<file path="src/rtl/gpio_pkg.sv">
package gpio_pkg;
  localparam int REG_IDX_W = 3;

  typedef enum logic [REG_IDX_W-1:0] {
    RG_LEVEL = 3'd0,
    RG_DIR   = 3'd1,
    RG_SET   = 3'd2,
    RG_CLR   = 3'd3,
    RG_RISE  = 3'd4,
    RG_FALL  = 3'd5,
    RG_STAT  = 3'd6,
    RG_ALT   = 3'd7
  } gpio_reg_e;
endpackage

</file>
<file path="src/rtl/gpio_sync.sv">
module gpio_sync #(
  parameter int W      = 28,
  parameter int STAGES = 2
) (
  input  logic         clk,
  input  logic         rst_n,
  input  logic [W-1:0] d,
  output logic [W-1:0] lvl,
  output logic [W-1:0] lvl_prev
);
  generate
    for (genvar s = 0; s < STAGES; s++) begin : g_stage
      logic [W-1:0] q;
      if (s == 0) begin : g_first
        always_ff @(posedge clk or negedge rst_n)
          if (!rst_n) q <= '0;
          else        q <= d;
      end else begin : g_next
        always_ff @(posedge clk or negedge rst_n)
          if (!rst_n) q <= '0;
          else        q <= g_stage[s-1].q;
      end
    end
  endgenerate

  assign lvl = g_stage[STAGES-1].q;

  always_ff @(posedge clk or negedge rst_n)
    if (!rst_n) lvl_prev <= '0;
    else        lvl_prev <= lvl;
endmodule

</file>
<file path="src/rtl/gpio_edge.sv">
module gpio_edge #(
  parameter int W = 28
) (
  input  logic         clk,
  input  logic         rst_n,
  input  logic [W-1:0] lvl,
  input  logic [W-1:0] lvl_prev,
  input  logic [W-1:0] rise_en,
  input  logic [W-1:0] fall_en,
  input  logic [W-1:0] w1c_mask,
  output logic [W-1:0] rise_evt,
  output logic [W-1:0] fall_evt,
  output logic [W-1:0] evt_any,
  output logic [W-1:0] status
);
  function automatic logic [W-1:0] went_high(input logic [W-1:0] cur,
                                              input logic [W-1:0] old,
                                              input logic [W-1:0] en);
    return cur & ~old & en;
  endfunction

  function automatic logic [W-1:0] sticky_next(input logic [W-1:0] st,
                                                input logic [W-1:0] ev,
                                                input logic [W-1:0] clr);
    // an event in the clearing cycle wins over the clear
    return (st & ~clr) | ev;
  endfunction

  assign rise_evt = went_high(lvl, lvl_prev, rise_en);
  assign fall_evt = went_high(~lvl, ~lvl_prev, fall_en);
  assign evt_any  = rise_evt | fall_evt;

  always_ff @(posedge clk or negedge rst_n)
    if (!rst_n) status <= '0;
    else        status <= sticky_next(status, evt_any, w1c_mask);
endmodule

</file>
<file path="src/rtl/gpio_regs.sv">
module gpio_regs
  import gpio_pkg::*;
#(
  parameter int W = 28
) (
  input  logic                 clk,
  input  logic                 rst_n,
  input  logic                 wr,
  input  logic [REG_IDX_W-1:0] addr,
  input  logic [W-1:0]         wdata,
  input  logic [W-1:0]         level,
  input  logic [W-1:0]         status,
  output logic [W-1:0]         dir_q,
  output logic [W-1:0]         rise_en_q,
  output logic [W-1:0]         fall_en_q,
  output logic [W-1:0]         alt_q,
  output logic [W-1:0]         latch_q,
  output logic [W-1:0]         set_mask,
  output logic [W-1:0]         clr_mask,
  output logic [W-1:0]         w1c_mask,
  output logic [W-1:0]         rdata
);
  gpio_reg_e sel;
  assign sel = gpio_reg_e'(addr);

  function automatic logic [W-1:0] hit(input logic en, input logic [W-1:0] v);
    return en ? v : '0;
  endfunction

  function automatic logic [W-1:0] setclr(input logic [W-1:0] cur,
                                           input logic [W-1:0] s,
                                           input logic [W-1:0] c);
    // clear has priority when both name the same bit
    return (cur | s) & ~c;
  endfunction

  assign set_mask = hit(wr && sel == RG_SET,  wdata);
  assign clr_mask = hit(wr && sel == RG_CLR,  wdata);
  assign w1c_mask = hit(wr && sel == RG_STAT, wdata);

  always_ff @(posedge clk or negedge rst_n)
    if (!rst_n) begin
      dir_q     <= '0;
      rise_en_q <= '0;
      fall_en_q <= '0;
      alt_q     <= '0;
      latch_q   <= '0;
    end else begin
      latch_q <= setclr(latch_q, set_mask, clr_mask);
      if (wr) begin
        case (sel)
          RG_DIR:  dir_q     <= wdata;
          RG_RISE: rise_en_q <= wdata;
          RG_FALL: fall_en_q <= wdata;
          RG_ALT:  alt_q     <= wdata;
          default: ;
        endcase
      end
    end

  always_comb begin
    case (sel)
      RG_LEVEL: rdata = level;
      RG_DIR:   rdata = dir_q;
      RG_SET,
      RG_CLR:   rdata = latch_q;
      RG_RISE:  rdata = rise_en_q;
      RG_FALL:  rdata = fall_en_q;
      RG_STAT:  rdata = status;
      RG_ALT:   rdata = alt_q;
      default:  rdata = '0;
    endcase
  end
endmodule

</file>
<file path="src/rtl/gpio_ctrl.sv">
module gpio_ctrl
  import gpio_pkg::*;
#(
  parameter int N           = 28,
  parameter int SYNC_STAGES = 2
) (
  input  logic                 clk,
  input  logic                 rst_n,
  input  logic [N-1:0]         pin_in,
  output logic [N-1:0]         pin_out,
  output logic [N-1:0]         pin_oe,
  input  logic [N-1:0]         alt_out,
  output logic [N-1:0]         alt_in,
  input  logic                 bus_wr,
  input  logic [REG_IDX_W-1:0] bus_addr,
  input  logic [N-1:0]         bus_wdata,
  output logic [N-1:0]         bus_rdata,
  output logic                 irq
);
  logic [N-1:0] level, level_prev;
  logic [N-1:0] dir_q, rise_en_q, fall_en_q, alt_q, latch_q;
  logic [N-1:0] set_mask, clr_mask, w1c_mask;
  logic [N-1:0] rise_evt, fall_evt, evt_any, status_q;

  function automatic logic [N-1:0] pick(input logic [N-1:0] sel,
                                         input logic [N-1:0] a,
                                         input logic [N-1:0] b);
    return (a & sel) | (b & ~sel);
  endfunction

  gpio_sync #(.W(N), .STAGES(SYNC_STAGES)) u_sync (
    .clk(clk), .rst_n(rst_n), .d(pin_in), .lvl(level), .lvl_prev(level_prev)
  );

  gpio_regs #(.W(N)) u_regs (
    .clk(clk), .rst_n(rst_n), .wr(bus_wr), .addr(bus_addr), .wdata(bus_wdata),
    .level(level), .status(status_q),
    .dir_q(dir_q), .rise_en_q(rise_en_q), .fall_en_q(fall_en_q), .alt_q(alt_q),
    .latch_q(latch_q), .set_mask(set_mask), .clr_mask(clr_mask),
    .w1c_mask(w1c_mask), .rdata(bus_rdata)
  );

  gpio_edge #(.W(N)) u_edge (
    .clk(clk), .rst_n(rst_n), .lvl(level), .lvl_prev(level_prev),
    .rise_en(rise_en_q), .fall_en(fall_en_q), .w1c_mask(w1c_mask),
    .rise_evt(rise_evt), .fall_evt(fall_evt), .evt_any(evt_any),
    .status(status_q)
  );

  assign pin_oe  = dir_q;
  assign pin_out = pick(alt_q, alt_out, latch_q);
  assign alt_in  = pick(alt_q, level, '0);
  assign irq     = |status_q;
endmodule

</file>
<file path="config.mk">
export PLATFORM = sky130hd
export DESIGN_NAME = gpio_ctrl
export DESIGN_NICKNAME = d
export VERILOG_FILES = /design/src/rtl/gpio_pkg.sv /design/src/rtl/gpio_sync.sv /design/src/rtl/gpio_edge.sv /design/src/rtl/gpio_regs.sv /design/src/rtl/gpio_ctrl.sv
export SDC_FILE = /design/constraint.sdc
export NUM_CORES = 1
export LEC_CHECK = 0
export ABC_AREA = 1
export ABC_CLOCK_PERIOD_IN_PS = 2100
export BUFFER_PORTS_ARGS = -buffer_cell sky130_fd_sc_hd__buf_2
export CAP_MARGIN = 10
export CORE_AREA = 2 2 152 154
export DETAILED_ROUTE_END_ITERATION = 16
export DIE_AREA = 0 0 154 156
export GPL_TIMING_DRIVEN = 1
export HOLD_SLACK_MARGIN = 0.02
export MAX_ROUTING_LAYER = met4
export PLACE_DENSITY = 0.76
export SYNTH_ARGS = -nofsm -noshare
export SYNTH_HDL_FRONTEND = slang
export SYNTH_SLANG_ARGS = --single-unit
export TNS_END_PERCENT = 20
</file>
<file path="constraint.sdc">
create_clock -name clk -period 2.1 [get_ports clk]
set_input_delay 0.63 -clock clk [delete_from_list [all_inputs] [get_ports clk]]
set_output_delay 0.63 -clock clk [all_outputs]
set_load 0.02 [all_outputs]
</file>
After elaboration in Yosys (flattened, before gate mapping):

Cells that the tools add are included.

* bits in writable memories: 0
* output and inout port bits: 113
* input port bits: 90
* word-level logic and storage cells: 49
* flip-flop bits (word level): 252
* ROM bits: 0
* bits in latches: 0
* memories: 0

* $mul: 0
* reductions and logical operators: 10
* eq/ne operators: 7
* add/subtract/negate cells: 0
* div/mod/pow operators: 0
* mux-type cells: 4
* shifts and indexed selects: 0
* bitwise operators: 19
* $lt $le $gt $ge: 0

Operator list (number)
* $and A28 B28 Y28: 9
* $pmux W28 S7: 1
* $not A28 Y28: 6
* $or A28 B28 Y28: 4
* $mux W28: 3
* $reduce_or A28 Y1: 1
* $eq A3 B3 Y1 const B: 4
* $reduce_and A2 Y1: 4
* $eq A3 B2 Y1 const B: 2
* $eq A3 B1 Y1 const B: 1
* $logic_and A1 B1 Y1: 3
* $logic_not A3 Y1: 1
* $reduce_or A2 Y1: 1

Longest topological paths before layout:

* depth in word-level cells: 6
* depth in mapped cells: 8
* gate-level depth less buffers: 6

Modules after synthesis:

A second synthesis with hierarchy kept.

* cells, all modules: 1518
* area total of the unflattened synthesis: 12513.3 µm²

By module, submodules not included
* gpio_regs: sequential area each 3503.4 µm², area each 7429.6 µm², instances 1, cells an instance 995
* gpio_edge: sequential area each 700.7 µm², area each 2277.2 µm², instances 1, cells an instance 308
* gpio_sync: sequential area each 2102.0 µm², area each 2102.0 µm², instances 1, cells an instance 84
* gpio_ctrl: sequential area each 0.0 µm², area each 704.4 µm², instances 1, cells an instance 131

Least setup slack after synthesis:

No wires, ideal clock.

* kind: input to output
* from: input port bus_addr[2]
* to: output port bus_rdata[10]
* data required time: 1470 ps
* setup slack: -135 ps
* stages on the path: 8
* data arrival time: 1605 ps
* path through: buf_4 -> nor2_1 -> buf_4 -> buf_2 -> nand3_1 -> o21ai_0 -> inv_1 -> nand3_1

* longest elaborated chain between the ends: 3

RTL lines
* start: declaration: RTL line gpio_ctrl.sv:15 `input logic [REG_IDX_W-1:0] bus_addr,`
* $eq A3 B2 Y1: RTL line gpio_regs.sv:62 `case (sel)`
* $reduce_or A2 Y1: RTL line gpio_regs.sv:62
* $pmux W28 S7 *: RTL line gpio_regs.sv:62
* end: declaration: RTL line gpio_ctrl.sv:17 `output logic [N-1:0] bus_rdata,`

Every way passes the cells marked *; elsewhere a longest branch is shown, timed or not.

Worst setup path after layout:

* from: register u_edge.status[4]
* to: output port irq

* longest elaborated chain between the ends: 1

RTL lines
* start: declaration: RTL line gpio_edge.sv:14 `output logic [W-1:0] status`
* start signal: assignment: RTL line gpio_edge.sv:35 `else status <= sticky_next(status, evt_any, w1c_mask);`
* $reduce_or A28 Y1: RTL line gpio_ctrl.sv:53 `assign irq = |status_q;`
* end: declaration: RTL line gpio_ctrl.sv:18 `output logic irq`

No other way between the ends.

==> flow_summary.json <==
{
  "area_delta_synth_final_pct": 32.14,
  "cp-endpoint": "irq",
  "ant_nets": 0,
  "grt_max_degree": 66,
  "vias": 10477,
  "crit_path_start": "u_edge.status[4]$_DFF_PN0_",
  "start_util_pct": 50.23,
  "crit_fanout": 2,
  "setup_viol": 29,
  "slew_headroom_pct": 68.76,
  "nFillCells": 1792,
  "cts-root-to-sink-buffers": 3,
  "power_switching_share_pct": 30.84,
  "syn-cell-area_mm2": 0.01123,
  "clk_pin_slew_worst_paths_ns": 0.06,
  "ys_warn_count": 0,
  "min_period_ns": 2.314,
  "r2r_end": "u_edge.status[20]$_DFF_PN0_",
  "power_mw": 14.34,
  "dr.pass1.iters": 5,
  "criticalPathCategory": "reg2out",
  "cp-end-kind": "output pin",
  "synth_nets": 1421,
  "tns_ns": -2.892,
  "crit_required_ns": 1.47,
  "maxCapViolations": 0,
  "first_iter_violations": 906,
  "ys_async_sr_fraction_pct": 100.0,
  "start_kind": "register",
  "rsz0062_at_grt": "true",
  "cts_root_buffer": "clkbuf_16",
  "tightest_slew_ns": 0.4685,
  "p_seq_share_pct": 43.1,
  "synth-edff-count": 0,
  "p_int_mw": 9.921,
  "pre_cts_ws_ns": -0.3367,
  "cts.sinks": 252,
  "via_per_inst": 5.597,
  "routed_wirelength_um": 33930,
  "antenna_found_initial": 1,
  "power.switching_mw": 4.424,
  "drc": 0,
  "vdd_ir_drop_max_mv": 0.6953,
  "slew_viol_final": 0,
  "ys_seq_elements": 252,
  "outcome": "finished with violations",
  "post-route-period-util_pct": 110.2,
  "ff2ff_setup_slack_ns": 1.17,
  "synth_cell_types": 20,
  "grt_overflow": 0,
  "worst_slack_ns": -0.2137,
  "die_area_mm2": 0.02402,
  "die_h_um": 156,
  "arrival_ns": 1.68,
  "fin_skew_ns": 0.009615,
  "pwr-share-clk_pct": 35.8,
  "portBuffers": 202,
  "die_w_um": 154,
  "synth_ff_type": "dfrtp_1",
  "hold_violations": 0,
  "num_io_pins": 203,
  "power_density_mw_per_mm2": 966.4,
  "layout-drive-gt1-share_pct": 26.10,
  "grt_pass1_vias": 10125,
  "hold_class": "in2reg",
  "combinationalPowerShare_pct": 21.1,
  "h-tree-depth": 1,
  "worstReg2RegStart": "u_sync.lvl[20]$_DFF_PN0_",
  "grt_pass1_wl_um": 53520,
  "multiInputGateArea_mm2": 0.004340,
  "core_mm2": 0.02237,
  "ff2ff_path_depth": 3,
  "avgSynthCellArea_um2": 8.440,
  "place_congestion": 0.8726,
  "tritoncts": "built",
  "nNetsFinal": 1655,
  "wl_per_cell_um": 18.12,
  "synth-seq-area-share_pct": 56.14,
  "register_area_mm2": 0.006307,
  "track_usage_pct": 29.01,
  "synthCells": 1331,
  "clock.fmax_mhz": 432.2,
  "rows": 55,
  "clk_latency_ns": 0.54,
  "power.leakage_nw": 7.576,
  "violations": "negative setup slack",
  "hpwl_um": 22070,
  "numCtsBuffers": 28
}
cell type report:
class | instances | area share (%)
Sequential cell | 252 | 42.49
Timing Repair Buffer | 279 | 15.37
Inverter | 150 | 3.844
Antenna cell | 1 | 0.01686
Tap cell | 285 | 2.402
Clock inverter | 6 | 0.5394
Multi-Input combinational cell | 854 | 29.24
Clock buffer | 45 | 6.103
per-layer routing:
metal | share of wire, % | routed length (µm) | GRT usage [%] | vias to the layer above
met5 | 0 | 0 | - | -
met4 | 2.8 | 960 | 10.06 | 0
met3 | 8.1 | 2742 | 4.167 | 87
met2 | 47 | 16000 | 46.06 | 530
met1 | 42 | 14230 | 38.63 | 4975
li1 | - | - | - | 4885
cell usage after synthesis, types with 2 or more instances:
cell type / n / area [µm²]
a22oi_1: 28 / 210.2
a31oi_1: 22 / 137.6
buf_1: 4 / 15.01
buf_2: 38 / 190.2
buf_4: 9 / 67.56
buf_6: 3 / 33.78
clkbuf_1: 21 / 78.83
dfrtp_1: 252 / 6306
inv_1: 148 / 555.5
inv_2: 2 / 7.510
nand2_1: 332 / 1246
nand3_1: 122 / 610.6
nand4_1: 74 / 462.9
nor2_1: 74 / 277.8
nor2_2: 3 / 18.77
o21ai_0: 172 / 860.8
o21ai_1: 24 / 120.1
cell usage in the layout (no fill, tap or decap):
cell type,synthesis,routed
buf_16,0,7
nand3b_1,1,1
clkbuf_1,21,4
clkinv_2,0,4
diode_2,0,1
nand2_8,0,1
clkbuf_16,0,30
dfrtp_1,252,251
o21ai_0,172,156
a22oi_1,28,28
o21ai_1,24,38
clkbuf_8,0,12
nor2_4,0,6
nor2_1,74,48
nand3_4,0,1
nand4_1,74,74
bufinv_16,0,2
nand2_4,0,3
dlygate4sd3_1,0,1
buf_8,0,2
buf_2,38,170
buf_6,3,33
nand2_2,0,9
inv_2,2,3
a31oi_1,22,22
nand2_1,332,319
inv_1,148,146
inv_8,0,1
buf_4,9,40
buf_12,0,25
o21ai_2,0,2
dfrtp_2,0,1
nor3_4,1,1
nor2_2,3,23
nand3_2,1,38
nand3_1,122,84
state kept, by name, indices dropped and copies added (netlist names):
signal / count
u_edge.status: 28
u_regs.alt_q: 28
u_regs.dir_q: 28
u_regs.fall_en_q: 28
u_regs.latch_q: 28
u_regs.rise_en_q: 28
u_sync.g_stage.q: 28
u_sync.lvl: 28
u_sync.lvl_prev: 28
worst max-delay path, stage by stage (launching register included):
cell and delay, ns:
dfrtp_1 0.42, nor2_2 0.13, nand3_1 0.10, nor2_2 0.18
nand3b_1 0.15, buf_6 0.17
per-stage QoR:
stage | hold slack [ns] | instances | area, µm² | util (%)
after floorplan | 0.3312 | 1331 | 11460 | -
after global placement | 0.3316 | 1805 | 13140 | 58.75
after detailed placement | 0.3347 | 1805 | 13140 | 58.75
after CTS | 0.1757 | 1869 | 14620 | 65.37
after global routing | 0.1783 | 1872 | 14840 | 66.37
final | 0.1833 | 1872 | 14840 | 66.37
worst min-delay path by stage:
stage | end | from | cells past startpoint | slack, ns
after floorplan | u_edge.status[0]$_DFF_PN0_ | rst_n | 0 | 0.33
final | u_sync.g_stage[0].q[13]$_DFF_PN0_ | pin_in[13] | 1 | 0.18
after CTS | u_sync.g_stage[0].q[14]$_DFF_PN0_ | pin_in[14] | 1 | 0.18
after global placement | u_sync.lvl[3]$_DFF_PN0_ | u_sync.g_stage[0].q[3]$_DFF_PN0_ | 0 | 0.33
after detailed placement | u_sync.lvl[19]$_DFF_PN0_ | u_sync.g_stage[0].q[19]$_DFF_PN0_ | 0 | 0.33
after global routing | u_sync.g_stage[0].q[10]$_DFF_PN0_ | pin_in[10] | 1 | 0.18
power groups by stage:
stage	combinational, mW	sequential (mW)	clock [mW]
floorplan	1.62	6.17	0
CTS	2.93	6.15	5.16
global route	3.34	6.28	5.37
finish	3.03	6.18	5.13
detailed placement	2.72	6.22	0
global placement	2.65	6.19	0
repair_timing:
action                     4_1_cts  5_1_grt
hold buffers                     1        0
setup endpoints to repair       29       29
hold endpoints to repair        37        0
gates resized for setup         97       67
pin swaps                       19       21
buffers inserted                 7        2
gates cloned                     5        1
cells by family (layout without fill, tap and decap cells):
group                  count (synthesis)  in the layout  share of synthesized area [%]
buffers and inverters                225            480                          8.443
DFF                                  252            252                          56.14
and+or+nand+nor                      608            608                          23.59
other                                  0              1                              0
AOI/OAI and AO/OA                    246            246                          11.83
No activity file was read; power rests on OpenSTA's default activity.
